**config.mk**
```make
export PLATFORM = sky130hd
export DESIGN_NAME = st_adder_selftest
export DESIGN_NICKNAME = d
export VERILOG_FILES = /design/src/rtl/st_pkg.sv /design/src/rtl/st_vec_rom.sv /design/src/rtl/st_adder.sv /design/src/rtl/st_cmp.sv /design/src/rtl/st_adder_selftest.sv
export SDC_FILE = /design/constraint.sdc
export NUM_CORES = 1
export LEC_CHECK = 0
export ABC_AREA = 1
export BUFFER_PORTS_ARGS = -buffer_cell sky130_fd_sc_hd__clkbuf_2
export CELL_PAD_IN_SITES_DETAIL_PLACEMENT = 0
export CELL_PAD_IN_SITES_GLOBAL_PLACEMENT = 1
export CORE_ASPECT_RATIO = 0.75
export CORE_MARGIN = 1.5
export CORE_UTILIZATION = 34
export CTS_CLUSTER_SIZE = 12
export DETAILED_ROUTE_END_ITERATION = 7
export GPL_TIMING_DRIVEN = 0
export PLACE_DENSITY_LB_ADDON = 0.08
export SYNTH_ARGS = -nofsm -noshare
export SYNTH_HDL_FRONTEND = slang
export SYNTH_SLANG_ARGS = --single-unit
```
**constraint.sdc**
```tcl
create_clock -name clk -period 4.2 [get_ports clk]
set_input_delay 0 -clock clk [delete_from_list [all_inputs] [get_ports clk]]
set_output_delay 0 -clock clk [all_outputs]
set_load 0.05 [all_outputs]
```
**src/rtl/st_pkg.sv**
```systemverilog
package st_pkg;
    typedef enum logic {
        ST_IDLE = 1'b0,
        ST_RUN  = 1'b1
    } st_state_e;
endpackage

```
**src/rtl/st_vec_rom.sv**
```systemverilog
module st_vec_rom #(
    parameter int WIDTH = 16,
    parameter int NVEC  = 4,
    parameter int IDXW  = 2
) (
    input  logic [IDXW-1:0]  idx,
    output logic [WIDTH-1:0] tv_a,
    output logic [WIDTH-1:0] tv_b,
    output logic [WIDTH:0]   tv_exp
);
    localparam int DEPTH = 2 ** IDXW;

    // operand A pattern, chosen to toggle every bit and the carry chain
    function automatic logic [WIDTH-1:0] pat_a(int i);
        logic [WIDTH-1:0] v;
        for (int j = 0; j < WIDTH; j++) begin
            case (i % 4)
                0:       v[j] = 1'b1;
                1:       v[j] = (j % 2 == 0);
                2:       v[j] = (j % 2 == 1);
                default: v[j] = (j == (i % WIDTH));
            endcase
        end
        return v;
    endfunction

    function automatic logic [WIDTH-1:0] pat_b(int i);
        logic [WIDTH-1:0] v;
        for (int j = 0; j < WIDTH; j++) begin
            case (i % 4)
                0:       v[j] = (j == 0);
                1:       v[j] = (j % 2 == 1);
                2:       v[j] = (j % 2 == 1);
                default: v[j] = 1'b1;
            endcase
        end
        return v;
    endfunction

    logic [WIDTH-1:0] rom_a   [DEPTH];
    logic [WIDTH-1:0] rom_b   [DEPTH];
    logic [WIDTH:0]   rom_exp [DEPTH];

    for (genvar g = 0; g < DEPTH; g++) begin : g_ent
        if (g < NVEC) begin : g_used
            assign rom_a[g]   = pat_a(g);
            assign rom_b[g]   = pat_b(g);
            assign rom_exp[g] = {1'b0, pat_a(g)} + {1'b0, pat_b(g)};
        end else begin : g_pad
            assign rom_a[g]   = '0;
            assign rom_b[g]   = '0;
            assign rom_exp[g] = '0;
        end
    end

    assign tv_a   = rom_a[idx];
    assign tv_b   = rom_b[idx];
    assign tv_exp = rom_exp[idx];
endmodule

```
**src/rtl/st_adder.sv**
```systemverilog
module st_adder #(
    parameter int WIDTH = 16
) (
    input  logic [WIDTH-1:0] op_a,
    input  logic [WIDTH-1:0] op_b,
    output logic [WIDTH:0]   sum
);
    assign sum = {1'b0, op_a} + {1'b0, op_b};
endmodule

```
**src/rtl/st_cmp.sv**
```systemverilog
module st_cmp #(
    parameter int WIDTH = 16
) (
    input  logic [WIDTH:0] res,
    input  logic [WIDTH:0] expv,
    input  logic           flip,
    output logic           mismatch
);
    assign mismatch = (res != expv) ^ flip;
endmodule

```
**src/rtl/st_adder_selftest.sv**
```systemverilog
module st_adder_selftest #(
    parameter int WIDTH = 16,
    parameter int NVEC  = 4
) (
    input  logic             clk,
    input  logic             rst_n,
    input  logic             diag_en,
    input  logic             start,
    input  logic             inject,
    input  logic             fn_valid,
    input  logic [WIDTH-1:0] fn_a,
    input  logic [WIDTH-1:0] fn_b,
    output logic [WIDTH:0]   fn_sum,
    output logic             busy,
    output logic             done,
    output logic             err
);
    import st_pkg::*;

    localparam int IDXW = (NVEC > 1) ? $clog2(NVEC) : 1;
    localparam logic [IDXW-1:0] LAST_IDX = IDXW'(NVEC - 1);

    typedef struct packed {
        st_state_e       state;
        logic [IDXW-1:0] idx;
        logic            done;
        logic            err;
    } seq_t;

    seq_t seq_d, seq_q;

    logic [WIDTH-1:0] tv_a, tv_b;
    logic [WIDTH:0]   tv_exp;
    logic [WIDTH-1:0] mux_a, mux_b;
    logic [WIDTH:0]   add_res;
    logic             use_test;
    logic             mismatch;

    st_vec_rom #(.WIDTH(WIDTH), .NVEC(NVEC), .IDXW(IDXW)) u_rom (
        .idx    (seq_q.idx),
        .tv_a   (tv_a),
        .tv_b   (tv_b),
        .tv_exp (tv_exp)
    );

    // test owns the adder only when running, enabled and not needed functionally
    assign use_test = (seq_q.state == ST_RUN) && diag_en && !fn_valid;
    assign mux_a    = use_test ? tv_a : fn_a;
    assign mux_b    = use_test ? tv_b : fn_b;

    st_adder #(.WIDTH(WIDTH)) u_add (
        .op_a (mux_a),
        .op_b (mux_b),
        .sum  (add_res)
    );

    st_cmp #(.WIDTH(WIDTH)) u_cmp (
        .res      (add_res),
        .expv     (tv_exp),
        .flip     (inject),
        .mismatch (mismatch)
    );

    always_comb begin
        seq_d      = seq_q;
        seq_d.done = 1'b0;
        case (seq_q.state)
            ST_IDLE: begin
                if (start && diag_en) begin
                    seq_d.state = ST_RUN;
                    seq_d.idx   = '0;
                    seq_d.err   = 1'b0;
                end
            end
            ST_RUN: begin
                if (!use_test) begin
                    seq_d.state = ST_IDLE;
                end else begin
                    if (mismatch) begin
                        seq_d.err = 1'b1;
                    end
                    if (seq_q.idx == LAST_IDX) begin
                        seq_d.state = ST_IDLE;
                        seq_d.done  = 1'b1;
                    end else begin
                        seq_d.idx = seq_q.idx + 1'b1;
                    end
                end
            end
            default: seq_d.state = ST_IDLE;
        endcase
    end

    always_ff @(posedge clk or negedge rst_n) begin
        if (!rst_n) begin
            seq_q <= '{state: ST_IDLE, idx: '0, done: 1'b0, err: 1'b0};
        end else begin
            seq_q <= seq_d;
        end
    end

    assign fn_sum = add_res;
    assign busy   = (seq_q.state == ST_RUN);
    assign done   = seq_q.done;
    assign err    = seq_q.err;
endmodule

```
==> metrics.txt <==
status=finished, final reports clean; GRT met2 Usage=a little under a third; sw power=0.447 mW; die area=6220 µm²; post-CTS setup buffers=0; Ys Warns=0; Final period util=about nine tenths; # H-tree levels=1; clk sinks=5; max_cap viols=0; Max Fanout on Critical Path=10; Pre-antenna DRT Iters=4; Skew-Pair Late Insertion Delay=around 0.22 ns; largest cells by area after synthesis=nand2_1 (26%), ha_1 (14%), inv_1 (12%); Final min period=~3.7 ns; Crit path arrival time=around 3.8 ns; count of different cell masters after synthesis=29; CTS tree=done; Critical Path Most Common Cell=nand2_1; drt initial violations=120; Avg Cell Area, Syn=between 5 and 6 µm²; P_int=just under 0.3 mW; GR Layer Usage met3=under 10%; top-count cell post-synth=nand2_1; GPL Wtd Cong=about 0.85; syn_nets=between 400 and 500; Sum Neg Setup Slack=0 ns; Die Y=68.7 µm; DRC=0; Worst Skew=between 0.0015 and 0.002 ns; Slew Limit Fails=0; Post-synth EDFFs=0; # setup viols final=0; final hold slack=between 0.1 and 0.15 ns; largest net degree at the start of global routing=11; Setup CP Type=flip-flop to flip-flop; number of global-route vias before repair=a little over 2000; Comb pwr share=around four fifths; Syn Inst Count=368; initial antenna violation count=0; Core Footprint=between 5000 and 6000 µm²; vias per std cell=about 4.6; Num CTS Buffers=3; Worst Path Required=4.31 ns; Root Driver=clkbuf_8; first-pass GRT wire length=about 9.3 mm; grt total ovfl=0; Hold Crit Class=input pin to flip-flop; Synth Flop Type=dfrtp_1; Port Buffers=between 50 and 60; CP Capture Type=flip-flop; Slowest-stage cell, CP=fa_1; async set-reset flop share out of synthesis=between 90% and 100%; pwr dens=307 nW/µm²; FMAX=269 MHz; register area share after synthesis=6.40%; Hold Vio Cnt, Final=0; Yosys reg bits=5; Startpoint Class=flip-flop; average wire per standard cell=approximately 12 µm; Worst-Margin Slew=0.515 ns; Area Overhead vs Synth=22.6%; Reg clk slew, reported paths=~0.030 ns; Initial Utilization=35.9%; unrepaired setup endpoints after global routing=false; Vias=roughly 2300; drt total wl=5.92 mm; share of post-route cells with drive strength above 1=between 20% and 30%; clock tree buffer depth=2; n_diodes=0; Synth top area share=roughly a quarter; Layout Nets=492; leakage power=approximately 1.5 nW; num ports=between 50 and 60; Slew headroom=between 60% and 70%; maximum VDD drop=0.115 mV; GR Util All Layers=between 10% and 20%; crit-path max cell delay=0.47 ns; dominant cell type by area after synthesis=nand2_1; Seq pwr share=7.8%; Net Sw Frac=slightly above 60%; synth cell count leaders=nand2_1 (134), inv_1 (60), nand3_1 (36), ha_1 (22), nor2_1 (22); Top Usage Layer GRT=met2; DPL Wire Length=5.23 mm; met1 usage in global routing=between 20 and 30%; count of filler cells inserted in the layout=just over 600; clock share of power=roughly 12%; Post-Syn Area=around 2000 µm²; Die X=a little over 90 µm; post-route ant nets=0; # rows=23
layer usage:
layer | vias up | part of all wire, %
li1 | 1267 | -
met1 | 1003 | 55
met2 | 43 | 42
met3 | 0 | 3.3
met4 | 0 | 0
met5 | - | 0
sequential cells by signal, summed over array words and instances (netlist names):
name / flops
err: 1
seq_q: 2
busy: 1
done: 1
cells in the final DEF (no fill, tap or decap), drive strengths merged, types with 2 or more instances in the layout:
| cell type | n |
|---|---|
| nand2 | 157 |
| inv | 64 |
| clkbuf | 64 |
| nand3 | 38 |
| nor2 | 29 |
| ha | 22 |
| o21ai | 20 |
| a21oi | 13 |
| dfrtp | 5 |
| nand4 | 4 |
| and2 | 2 |
| or2 | 2 |
path summary, 6_finish.rpt:
check                      cells after the start  slack [ns]  startpoint  endpoint
setup / recovery                              25        0.48        busy       err
hold / removal                                 4        0.14       start       err
setup reg to reg                              25        0.48        busy       err
hold reg to reg                                2        0.49         err       err
max in group asynchronous                      2        3.89       rst_n      busy
min in group asynchronous                      2        0.16       rst_n  seq_q[2]
metrics by stage:
stage	instance area [µm²]	util [%]	worst slack (ns)	instances	total power, mW
floorplan	1950	-	0.226	368	0.517
detailed placement	2330	42.9	0.302	500	0.645
global placement	2330	42.9	0.289	500	0.645
finish	2400	44.1	0.478	505	0.736
global route	2400	44.1	0.0898	505	0.807
CTS	2390	43.9	0.286	505	0.739
critical path: cells and delay by family, from the launching register on:
kind	cells	cell delay (ns)
AO/OA/AOI/OAI	1	0.12
adder cells (fa/ha/maj)	2	0.72
buffers and inverters	3	0.60
flip-flops	1	0.37
AND/OR/NAND/NOR	19	1.82
cells by family (layout without fill, tap and decap cells):
kind of cell	Yosys count	in the layout	share of synthesized area, %
xor+xnor	2	2	0.896
buf+inv	69	131	13.6
flops	5	5	6.40
fa+ha+maj	23	23	15.1
compound gates	35	35	9.92
simple gates	234	234	54.0
final cells by class:
type                       instances  area, µm²  share of cell area (%)
timing repair buffer              58        295                    12.3
inverter                          65        244                    10.2
clock buffer                       4       45.0                    1.88
sequential                         5        125                    5.22
tap                               75       93.8                    3.92
buffer                             4       22.5                   0.940
multi-input combinational        294       1570                    65.5
repair_timing:
| item | in CTS | in global routing |
|---|---|---|
| hold buffers | 1 | 0 |
| setup endpoints to repair | 0 | 1 |
| endpoints found under the hold margin | 5 | 0 |
| resized for setup | 0 | 2 |
power by group through the flow:
stage | Combinational, mW | Clock, mW | Sequential (mW)
after floorplan | 0.454 | 0 | 0.0632
final | 0.589 | 0.0890 | 0.0577
after CTS | 0.590 | 0.0910 | 0.0578
after detailed placement | 0.587 | 0 | 0.0583
after global routing | 0.654 | 0.0942 | 0.0587
after global placement | 0.587 | 0 | 0.0582
Note: power is estimated with default switching activity, not from simulation.
